$ cat src/rtl/rrc_pkg.sv
package rrc_pkg;
  localparam int SMP_W   = 8;
  localparam int RATIO_W = 4;

  typedef logic [1:0] res_t;
  typedef logic [2:0] rate_t;

  typedef struct packed {
    rate_t rate;
    res_t  res;
  } cfg_t;

  localparam res_t  RES_FULL  = 2'd3;
  localparam rate_t RATE_FULL = 3'd0;
  localparam rate_t RATE_NONE = 3'd7;

  // rate code to master-clock divide ratio
  function automatic logic [RATIO_W-1:0] rate_ratio(rate_t c);
    case (c)
      3'd0:    return 4'd1;
      3'd1:    return 4'd2;
      3'd2:    return 4'd3;
      3'd3:    return 4'd5;
      3'd4:    return 4'd6;
      3'd5:    return 4'd10;
      3'd6:    return 4'd15;
      default: return 4'd1;
    endcase
  endfunction

  // resolution code to right-shift amount (8 - Q)
  function automatic logic [2:0] res_shift(res_t r);
    case (r)
      2'd0:    return 3'd7;
      2'd1:    return 3'd6;
      2'd2:    return 3'd4;
      default: return 3'd0;
    endcase
  endfunction

  function automatic cfg_t default_cfg(logic intf_hi, logic snr_hi);
    cfg_t c;
    if (snr_hi)       c = '{rate: 3'd6, res: 2'd0};
    else if (intf_hi) c = '{rate: 3'd1, res: 2'd3};
    else              c = '{rate: 3'd1, res: 2'd1};
    return c;
  endfunction
endpackage

$ cat src/rtl/rrc_table.sv
module rrc_table
  import rrc_pkg::*;
#(
  parameter int INTF_W = 1,
  parameter int SNR_W  = 1
) (
  input  logic                     clk,
  input  logic                     rst_n,
  input  logic                     we,
  input  logic [INTF_W+SNR_W-1:0]  waddr,
  input  cfg_t                     wdata,
  input  logic [INTF_W-1:0]        intf,
  input  logic [SNR_W-1:0]         snr,
  output cfg_t                     rd
);
  localparam int IDX_W = INTF_W + SNR_W;
  localparam int DEPTH = 1 << IDX_W;

  cfg_t ent_q [DEPTH];

  for (genvar i = 0; i < DEPTH; i++) begin : g_ent
    localparam logic [IDX_W-1:0] IDX = IDX_W'(i);
    localparam logic INTF_HI = IDX[IDX_W-1];
    localparam logic SNR_HI  = IDX[SNR_W-1];
    always_ff @(posedge clk or negedge rst_n) begin
      if (!rst_n)                  ent_q[i] <= default_cfg(INTF_HI, SNR_HI);
      else if (we && waddr == IDX) ent_q[i] <= wdata;
    end
  end

  cfg_t raw;
  always_comb begin
    raw = ent_q[{intf, snr}];
    if (raw.rate == RATE_NONE) rd = '{rate: RATE_FULL, res: RES_FULL};
    else                       rd = raw;
  end
endmodule

$ cat src/rtl/rrc_rate_div.sv
module rrc_rate_div
  import rrc_pkg::*;
(
  input  logic               clk,
  input  logic               rst_n,
  input  logic [RATIO_W-1:0] tgt_ratio,
  output logic               tick_o,
  output logic [RATIO_W-1:0] ratio_o
);
  logic [RATIO_W-1:0] cnt_q, cnt_d, ratio_q, ratio_d;

  assign tick_o  = (cnt_q == '0);
  assign ratio_o = ratio_q;

  always_comb begin
    cnt_d   = cnt_q;
    ratio_d = ratio_q;
    if (tick_o) begin
      ratio_d = tgt_ratio;
      cnt_d   = tgt_ratio - 1'b1;
    end else begin
      cnt_d   = cnt_q - 1'b1;
    end
  end

  always_ff @(posedge clk or negedge rst_n) begin
    if (!rst_n) begin
      cnt_q   <= '0;
      ratio_q <= RATIO_W'(1);
    end else begin
      cnt_q   <= cnt_d;
      ratio_q <= ratio_d;
    end
  end
endmodule

$ cat src/rtl/rrc_wl_shift.sv
module rrc_wl_shift
  import rrc_pkg::*;
(
  input  logic             clk,
  input  logic             rst_n,
  input  logic             en,
  input  res_t             res,
  input  logic [SMP_W-1:0] din,
  output logic [SMP_W-1:0] dout,
  output logic             vld_o
);
  logic [SMP_W-1:0] dat_q, dat_d;
  logic             vld_q;

  always_comb begin
    dat_d = dat_q;
    if (en) dat_d = SMP_W'($signed(din) >>> res_shift(res));
  end

  always_ff @(posedge clk or negedge rst_n) begin
    if (!rst_n) begin
      dat_q <= '0;
      vld_q <= 1'b0;
    end else begin
      dat_q <= dat_d;
      vld_q <= en;
    end
  end

  assign dout  = dat_q;
  assign vld_o = vld_q;
endmodule

$ cat src/rtl/adaptive_rx_ctrl.sv
module adaptive_rx_ctrl
  import rrc_pkg::*;
(
  input  logic        clk,
  input  logic        rst_n,
  input  logic        pre_start_i,
  input  logic        pre_end_i,
  input  logic        pkt_end_i,
  input  logic        intf_i,
  input  logic        snr_i,
  input  logic        tbl_we_i,
  input  logic [1:0]  tbl_addr_i,
  input  logic [4:0]  tbl_wdata_i,
  input  logic [7:0]  smp_i,
  output logic [7:0]  smp_o,
  output logic        smp_en_o,
  output logic [1:0]  res_o,
  output logic [3:0]  div_o
);
  typedef enum logic [1:0] {ST_IDLE, ST_PRE, ST_PAY} st_t;

  st_t  st_q, st_d;
  cfg_t cfg_q, cfg_d, tbl_rd;
  logic tick;

  rrc_table #(.INTF_W(1), .SNR_W(1)) u_tbl (
    .clk   (clk),
    .rst_n (rst_n),
    .we    (tbl_we_i),
    .waddr (tbl_addr_i),
    .wdata (cfg_t'(tbl_wdata_i)),
    .intf  (intf_i),
    .snr   (snr_i),
    .rd    (tbl_rd)
  );

  always_comb begin
    st_d  = st_q;
    cfg_d = cfg_q;
    if (pre_start_i) begin
      st_d  = ST_PRE;
      cfg_d = '{rate: RATE_FULL, res: RES_FULL};
    end else if (pkt_end_i) begin
      st_d  = ST_IDLE;
      cfg_d = '{rate: RATE_FULL, res: RES_FULL};
    end else if (pre_end_i && st_q == ST_PRE) begin
      st_d  = ST_PAY;
      cfg_d = tbl_rd;
    end
  end

  always_ff @(posedge clk or negedge rst_n) begin
    if (!rst_n) begin
      st_q  <= ST_IDLE;
      cfg_q <= '{rate: RATE_FULL, res: RES_FULL};
    end else begin
      st_q  <= st_d;
      cfg_q <= cfg_d;
    end
  end

  rrc_rate_div u_div (
    .clk       (clk),
    .rst_n     (rst_n),
    .tgt_ratio (rate_ratio(cfg_q.rate)),
    .tick_o    (tick),
    .ratio_o   (div_o)
  );

  rrc_wl_shift u_wl (
    .clk   (clk),
    .rst_n (rst_n),
    .en    (tick),
    .res   (cfg_q.res),
    .din   (smp_i),
    .dout  (smp_o),
    .vld_o (smp_en_o)
  );

  assign res_o = cfg_q.res;
endmodule

$ cat config.mk
export PLATFORM = sky130hd
export DESIGN_NAME = adaptive_rx_ctrl
export DESIGN_NICKNAME = d
export VERILOG_FILES = /design/src/rtl/rrc_pkg.sv /design/src/rtl/rrc_table.sv /design/src/rtl/rrc_rate_div.sv /design/src/rtl/rrc_wl_shift.sv /design/src/rtl/adaptive_rx_ctrl.sv
export SDC_FILE = /design/constraint.sdc
export NUM_CORES = 1
export LEC_CHECK = 0
export ABC_AREA = 1
export BUFFER_PORTS_ARGS = -buffer_cell sky130_fd_sc_hd__buf_2
export CORE_ASPECT_RATIO = 2
export CORE_MARGIN = 3
export CORE_UTILIZATION = 40
export CTS_CLUSTER_DIAMETER = 40
export DETAILED_ROUTE_END_ITERATION = 7
export GPL_TIMING_DRIVEN = 0
export PLACE_DENSITY_LB_ADDON = 0.05
export SYNTH_ARGS = -nofsm -noshare
export SYNTH_HDL_FRONTEND = slang
export SYNTH_HIERARCHICAL = 1
export SYNTH_SLANG_ARGS = --single-unit
$ cat constraint.sdc
create_clock -name clk -period 1.8 [get_ports clk]
set_input_delay 0.18 -clock clk [delete_from_list [all_inputs] [get_ports clk]]
set_output_delay 0.18 -clock clk [all_outputs]
set_load 0.01 [all_outputs]
Yosys cells after proc, flatten, opt, wreduce, memory -nomap -nowiden
Cells that the tools add are included.
{"block": "word_totals", "register_bits": 44, "input_bits": 23, "output_inout_bits": 15, "elab_cells": 56}
{"block": "op_classes", "add_sub_neg": 2, "order_cmp": 1, "n_eq_ne": 13, "shift": 1, "mux": 14, "bitwise": 1, "reduce_logical": 9}
{"cell": "5-bit 2-to-1 mux", "count": 6}
{"cell": "4-bit case mux with 6 select lines", "count": 1}
{"cell": "3-bit == test, second input constant", "count": 4}
{"cell": "5-bit binary-select mux with 2-bit select", "count": 1}
{"cell": "3-bit case mux with 3 select lines", "count": 1}
{"cell": "8-bit by 3-bit >>> shifter with 8-bit output", "count": 1}
{"cell": "4-bit by 1-bit subtractor with 4-bit output, second input constant", "count": 2}
{"cell": "2-bit by 1-bit == test with 1-bit output, second input constant", "count": 3}
{"cell": "2-bit == test, second input constant", "count": 3}
{"cell": "3-bit by 2-bit == test with 1-bit output, second input constant", "count": 2}
{"cell": "2-bit 2-to-1 mux", "count": 3}
{"cell": "1-bit logical AND", "count": 5}
{"cell": "2-bit logical NOT", "count": 2}
{"cell": "4-bit logical NOT", "count": 1}
{"cell": "4-bit 2-to-1 mux", "count": 1}
{"cell": "3-bit by 1-bit == test with 1-bit output, second input constant", "count": 1}
{"cell": "3-bit greater-or-equal comparator, second input constant", "count": 1}
{"cell": "3-bit 2-to-1 mux", "count": 1}
{"cell": "2-bit inverter with 3-bit output", "count": 1}
{"cell": "3-bit nonzero test", "count": 1}

Longest topological paths before layout
Gate-level depths: netlist (run 1).
{"block": "logic_depth", "word_depth": 9, "ltp_mapped": 11}

Modules after synthesis
Netlist (run 1), hierarchy kept.
{"mod": "rrc_table", "instances": 1, "cells_each": 125, "area_each_um2": 1047.3, "seq_area_each_um2": 511.7}
{"mod": "rrc_wl_shift", "instances": 1, "cells_each": 57, "area_each_um2": 455.4, "seq_area_each_um2": 225.2}
{"mod": "rrc_rate_div", "instances": 1, "cells_each": 47, "area_each_um2": 407.9, "seq_area_each_um2": 201.4}
{"mod": "adaptive_rx_ctrl", "instances": 1, "cells_each": 50, "area_each_um2": 384.1, "seq_area_each_um2": 177.7}

Worst setup path before layout (run 1)
OpenSTA, ideal clock, no wires.
{"block": "synth_path", "path_type": "register to register", "start": "register cfg_q[2] (netlist bit)", "end": "register u_div.cnt_q[2]", "setup_time_ns": 0.123, "arrival_ns": 1.244, "setup_slack_ns": 0.433, "path_stages_with_launch": 8, "synth_period_minus_slack_ns": 1.367, "cell_sequence": "dfrtp_1 or2_4 nand2_1 nand3_2 nand2_1 inv_2 ha_1 xor2_1"}
{"block": "synth_via", "elab_chain_len": 4}
{"element": "start, declared", "line_no": "adaptive_rx_ctrl.sv:23", "rtl": "cfg_t cfg_q, cfg_d, tbl_rd;"}
{"element": "start signal, assigned", "line_no": "adaptive_rx_ctrl.sv:55", "rtl": "cfg_q <= '{rate: RATE_FULL, res: RES_FULL};"}
{"element": "start signal, assigned", "line_no": "adaptive_rx_ctrl.sv:58", "rtl": "cfg_q <= cfg_d;"}
{"element": "3-bit == test, or another cell as far along", "line_no": "rrc_pkg.sv:19", "rtl": "case (c)"}
{"element": "4-bit case mux with 6 select lines *", "line_no": "rrc_pkg.sv:19"}
{"element": "4-bit by 1-bit subtractor with 4-bit output *", "line_no": "rrc_rate_div.sv:20", "rtl": "cnt_d = tgt_ratio - 1'b1;"}
{"element": "4-bit 2-to-1 mux *", "line_no": "rrc_rate_div.sv:18", "rtl": "if (tick_o) begin"}
{"element": "named net u_div.cnt_d[2]", "line_no": "rrc_rate_div.sv:10", "rtl": "logic [RATIO_W-1:0] cnt_q, cnt_d, ratio_q, ratio_d;"}
{"element": "end signal, assigned", "line_no": "rrc_rate_div.sv:31", "rtl": "cnt_q <= cnt_d;"}
{"element": "end, declared", "line_no": "rrc_rate_div.sv:10"}
Mark *: on every way through the listed nets, which the timed path passes. The rest lies on a longest branch.
A chain may end at the register's enable or synchronous reset.

Worst setup path after layout (run 1)
Same ends and word-level chain as after synthesis.

==> impl_metrics.csv, run 1 <==
group,metric,value,unit
outcome,status,"completed",
pwr,p_int,1994,uW
pwr,pwr-share-comb,32.8,%
sta,maxSlewViolCount,0,
synthesis,ys_ff_latch,44,
cells_and_area,n_antenna_cell,0,
pwr,power,3062,uW
routing,drtAntennaViolNets,0,
placed_design,placedCellCount,376,
global_routing,grt_pass1_wl,7.845,mm
pwr,power.density,1158,nW/um^2
global_routing,antenna_found_initial,0,
sta,clock_skew,5.968,ps
worst_setup_path,reg2reg_from,"cfg_q[2]",
clock_network,clkLatencyLatePin,300,ps
placed_design,dp_hpwl,3.475,mm
routing,viasPerCell,4.818,
clock_network,cts_buffers,5,
clock_network,cts-resized-gates,0,
worst_setup_path,rr_endpoint,"u_div/cnt_q[2]",
worst_setup_path,crit_cells,5,
pwr,swShare,34.89,%
sta,setup-tns-final,0,ps
placed_design,place_congestion,0.7941,
worst_setup_path,endpoint_kind,"flop",
worst_setup_path,reg2reg_depth,5,
worst_setup_path,crit_required,1980,ps
sta,worstMarginPinSlew,973.7,ps
pwr,p_sw,1068,uW
routing,firstDrtPassIters,4,
floorplanning,dieArea,6737,um^2
worst_setup_path,worst-path-max-fanout,6,
worst_hold_path,hold_class,"in2async",
worst_setup_path,arrival,1700,ps
worst_setup_path,critical_path_class,"reg2reg",
placed_design,pre_cts_ws,291.0,ps
floorplanning,io_pins,38,
sta,setup_viol,0,
global_routing,grt-ovfl-total,0,
pwr,leakage,0.001391,uW
clock_network,ctsHoldBuffers,0,
cells_and_area,area_growth,15.27,%
worst_setup_path,crit_slowest_cell,"dfrtp_1",
sta,relSlewSlack,35.08,%
run,maxCapViolations,0,
clock_network,cts.clk_slew.worst_paths,80,ps
global_routing,grt_max_degree,45,
global_routing,grt_pass1_vias,1799,
clock_network,cts_setup_buffers,0,
floorplanning,start_util,41.97,%
floorplanning,rows,38,
synthesis,synth_seq_area_share,48.64,%
pwr,clkPwrFrac,20.7,%
routing,wl,4.617,mm
sta,rsz0062_at_grt,"no",
floorplanning,die_w,59.56,um
routing,drc_errors,0,
placed_design,portBuffers,37,
global_routing,grtUsageTotal,15.24,%
synthesis,synth_warnings,6,
synthesis,synth_cell_type_count,28,
cells_and_area,fillCellCount,583,
clock_network,clock_path_buffers,2,
worst_setup_path,cp-start-kind,"flop",
sta,fin_crit,1512,ps
cells_and_area,nets,347,
cells_and_area,layout_common_cells,"nand2_1, buf_2, dfrtp_1",
floorplanning,die_height,113.1,um
routing,vias,1850,
synthesis,syn_nets,303,
synthesis,avgSynthCellArea,8.225,um^2
sta,min_period_over_period,84.01,%
worst_setup_path,crit_family,"flip-flops",
floorplanning,core-area,5468,um^2
clock_network,cts_tree,"yes",
synthesis,syn-cell-area,2295,um^2
synthesis,synthCells,279,
worst_setup_path,cp_cell_sequence,"o21ai_0 > nand3b_1 > nand2_2 > ha_1 > xor2_1",
clock_network,cts_root_buf,"clkbuf_8",
worst_setup_path,cpPeakStageDelay,430,ps
sta,max_freq,661.3,MHz
routing,routedWlPerCell,12.02,um
sta,final_hold_viol_count,0,
sta,fin_ws,287.8,ps
cells_and_area,final_common_cell,"nand2_1",
routing,drt_iter0_drc,68,
clock_network,htreeDepth,2,
cells_and_area,layout-drive-gt1-share,29.01,%
pwr,ir_worst_vdd,0.8375,mV
pwr,power.share.sequential,46.5,%
worst_setup_path,crit_buf_inv,0,
cells_and_area,layoutNonFillerInstCount,384,
clock_network,cts_sinks,44,
worst_setup_path,r2r_slack,290,ps
[layer usage]
layer	share of wire [%]	GRT usage (%)	up-vias
met5	0	0	-
met3	3.9	3.425	6
met2	56	28.12	35
met1	38	15.71	840
met4	1.9	6.213	0
li1	-	-	969
[metrics by stage]
stage | utilization [%] | area (um^2) | hold slack, ps
global placement | 46.73 | 2555 | 403.9
floorplan | - | 2295 | -115.6
CTS | 48.38 | 2645 | 74.81
detailed placement | 46.73 | 2555 | 404.9
global route | 48.38 | 2645 | 104.7
finish | 48.38 | 2645 | 36.21
[cell families (layout without fill, tap and decap cells)]
| group | count (synthesis) | after routing | share of synthesized area [%] |
|---|---|---|---|
| adder cells (fa/ha/maj) | 1 | 1 | 0.5452 |
| flip-flops | 44 | 44 | 48.64 |
| AO/OA/AOI/OAI | 32 | 32 | 7.906 |
| AND/OR/NAND/NOR | 160 | 160 | 34.30 |
| XOR/XNOR | 1 | 1 | 0.3817 |
| buffers and inverters | 41 | 86 | 8.233 |
[final cells by class]
cell class	instances	area, um^2	share of cell area, %
inverters	34	127.6	4.825
well taps	60	75.07	2.838
flip-flops and latches	44	1116	42.19
clock buffers	8	90.09	3.406
repair buffers	37	185.2	7.001
multi-input cells	194	989.7	37.42
plain buffers	7	61.31	2.318
[how the worst max path moves through the flow]
stage                           endpoint  startpoint  slack, ps
final                     u_div/cnt_q[2]    cfg_q[2]        290
after global routing      u_div/cnt_q[2]    cfg_q[2]        160
after CTS                 u_div/cnt_q[2]    cfg_q[2]        270
after detailed placement  u_div/cnt_q[2]    cfg_q[2]        290
after global placement    u_div/cnt_q[2]    cfg_q[2]        320
after floorplan           u_div/cnt_q[2]    cfg_q[2]        430
[state kept, by name, summed over array words and instances, names as in the netlist]
name / count
cfg_q: 3
res_o: 2
st_q: 2
u_div/cnt_q: 4
u_div/ratio_o: 4
u_tbl/ent_q: 20
u_wl/dout: 8
u_wl/vld_o: 1
[power by group through the flow]
stage               clock network [uW]  registers, uW  logic [uW]
floorplan                            0           1490         658
global placement                     0           1440        1020
detailed placement                   0           1450        1030
CTS                                666           1430        1030
global route                       697           1460        1170
finish                             634           1420        1000
[synth_stat cells, drive strengths merged]
cell type | number | share of area, %
a21boi | 2 | 0.82
dfrtp | 32 | 35
nor2 | 18 | 3.7
o21ai | 24 | 5.2
a21oi | 2 | 0.76
nand3b | 2 | 0.65
inv | 33 | 5.4
buf | 7 | 2.7
nand2 | 102 | 18
ha | 1 | 0.55
a31oi | 4 | 1.1
nor3 | 1 | 0.44
nand3 | 36 | 11
dfstp | 12 | 14
or2 | 1 | 0.38
clkinv | 1 | 0.16
xor2 | 1 | 0.38
(Power assumes the default switching activity.)
==> run 2, diff against run 1 <==
==> constraint.sdc (replaced) <==
create_clock -name clk -period 1.35 [get_ports clk]
set_input_delay 0.135 -clock clk [delete_from_list [all_inputs] [get_ports clk]]
set_output_delay 0.135 -clock clk [all_outputs]
set_load 0.01 [all_outputs]
==> run 2 against run 1 <==
The flow now finishes with violations (setup timing). Sequential power grew 35%. Combinational power rose by 63%. Clock skew down 0.66 ps. Critical path type unchanged. Highest routed layer unchanged. Non-clock buffer count is 11 higher. Clock power up 33%.
==> impl_metrics.csv, run 2 (synthesized netlist as in run 1, its figures left out) <==
group,metric,value,unit
outcome,status,"finished with violations",
outcome,failed_checks,"setup timing",
routing,firstDrtPassIters,4,
cells_and_area,fillCellCount,534,
sta,setup-tns-final,-16.10,ps
clock_network,cts.clk_slew.worst_paths,80,ps
routing,drtAntennaViolNets,0,
clock_network,cts_tree,"yes",
clock_network,cts_root_buf,"clkbuf_8",
cells_and_area,regMostFlops,"u_tbl/ent_q",
worst_setup_path,endpoint_kind,"flop",
routing,drc_errors,0,
run,maxCapViolations,0,
routing,viasPerCell,4.762,
sta,fin_ws,-16.10,ps
cells_and_area,area_growth,22.19,%
global_routing,grt-ovfl-total,0,
worst_setup_path,cp_cell_sequence,"or2_4 > nand2_4 > nand3_4 > nand2_2 > inv_2 > ha_4 > xor2_2",
global_routing,grt_pass1_wl,8.273,mm
cells_and_area,nets,358,
routing,wl,4.844,mm
worst_setup_path,crit_slowest_cell,"dfrtp_1",
sta,holdWs,4.011,ps
pwr,ir_worst_vdd,1.048,mV
placed_design,portBuffers,37,
routing,vias,1881,
cells_and_area,final_core_util,51.28,%
floorplanning,dieArea,6737,um^2
worst_setup_path,crit_buf_inv,1,
cells_and_area,largest_reg_flops,20,
sta,fin_crit,1366,ps
pwr,power,4381,uW
worst_setup_path,critical_path_class,"reg2reg",
clock_network,htreeDepth,2,
worst_setup_path,cp-start-kind,"flop",
global_routing,grtUsageTotal,15.90,%
worst_setup_path,cpPeakStageDelay,420,ps
floorplanning,rows,38,
cells_and_area,layout-drive-gt1-share,36.42,%
sta,final_hold_viol_count,0,
sta,maxSlewViolCount,0,
floorplanning,start_util,41.97,%
global_routing,grt_pass1_vias,1899,
sta,setup_viol,1,
worst_setup_path,crit_family,"simple AND/OR/NAND/NOR gates",
sta,min_period_over_period,101.2,%
sta,max_freq,732.0,MHz
floorplanning,die_height,113.1,um
cells_and_area,layout_common_cells,"nand2_1, buf_2, dfrtp_1",
worst_setup_path,reg2reg_from,"cfg_q[2]",
clock_network,clock_path_buffers,2,
floorplanning,core-area,5468,um^2
global_routing,antenna_found_initial,0,
placed_design,pre_cts_ws,-130.5,ps
floorplanning,io_pins,38,
clock_network,cts_sinks,44,
cells_and_area,n_antenna_cell,0,
clock_network,clkLatencyLatePin,290,ps
cells_and_area,multi_input_area,1059,um^2
cells_and_area,regArea,1116,um^2
sta,worstMarginPinSlew,996.7,ps
sta,clock_skew,5.310,ps
sta,relSlewSlack,33.55,%
worst_hold_path,hold_class,"in2async",
clock_network,cts_buffers,5,
worst_setup_path,rr_endpoint,"u_div/cnt_q[2]",
pwr,power.density,1562,nW/um^2
worst_setup_path,arrival,1550,ps
worst_setup_path,reg2reg_depth,7,
routing,routedWlPerCell,12.26,um
pwr,leakage,0.001447,uW
floorplanning,die_w,59.56,um
cells_and_area,final_common_cell,"nand2_1",
sta,rsz0062_at_grt,"yes",
worst_setup_path,r2r_slack,-20,ps
worst_setup_path,crit_required,1530,ps
routing,drt_iter0_drc,71,
placed_design,place_congestion,0.8092,
worst_setup_path,worst-path-max-fanout,4,
clock_network,ctsHoldBuffers,0,
global_routing,grt_max_degree,45,
placed_design,dp_hpwl,3.546,mm
[run 2: cell types whose count changed in the layout (fill, tap and decap cells not counted), moves of 2 or more]
cell	previous run	this run
buf_4	3	13
nand2_1	92	84
nand2_2	7	14
inv_1	26	23
inv_2	7	10
o21ai_0	3	1
[run 2: what timing repair did]
action | CTS | global route
gates resized for setup | 7 | 17
gates cloned | 0 | 1
pin swaps | 3 | 19
buffers inserted | 5 | 5
endpoints found under the setup margin | 4 | 8
[run 2: worst max-delay path by stage]
stage / slack [ps] / cells past startpoint / endpoint / startpoint
6_report: -20 / 7 / u_div/cnt_q[2] / cfg_q[2]
5_1_grt: -90 / 5 / u_div/cnt_q[2] / cfg_q[2]
4_1_cts: -60 / 7 / u_div/cnt_q[2] / cfg_q[2]
3_5_place_dp: -130 / 5 / u_div/cnt_q[2] / cfg_q[2]
3_3_place_gp: -130 / 5 / u_div/cnt_q[2] / cfg_q[2]
2_1_floorplan: 1 / 8 / u_div/cnt_q[2] / cfg_q[3]
[run 2: per-stage QoR]
stage	instance area (um^2)	instances
after detailed placement	2557	376
after floorplan	2297	279
final	2804	395
after global routing	2804	395
after global placement	2557	376
after CTS	2706	389
[run 2: final cells by class]
| type | instances | share of cell area, % |
|---|---|---|
| inverters | 34 | 4.685 |
| repair buffers | 48 | 9.460 |
| well taps | 60 | 2.677 |
| flip-flops and latches | 44 | 39.80 |
| multi-input cells | 194 | 37.75 |
| plain buffers | 7 | 2.410 |
| clock buffers | 8 | 3.213 |
[run 2: worst reg2reg max path, stage by stage, from the launching register on]
cell	delay, ps
dfrtp_1	420
or2_4	260
nand2_4	60
nand3_4	80
nand2_2	100
inv_2	50
ha_4	150
xor2_2	130
[run 2: metal layers]
metal	vias up	GRT usage, %	share of wire [%]
met2	36	30.02	57
met4	0	6.509	1.2
met3	6	3.082	3.8
met1	848	16.00	38
li1	991	-	-
met5	-	0	0
[run 2: power breakdown]
group | internal, uW | switching (uW)
clock | 418 | 427
combinational | 711 | 916
sequential | 1700 | 204
total | 2830 | 1550
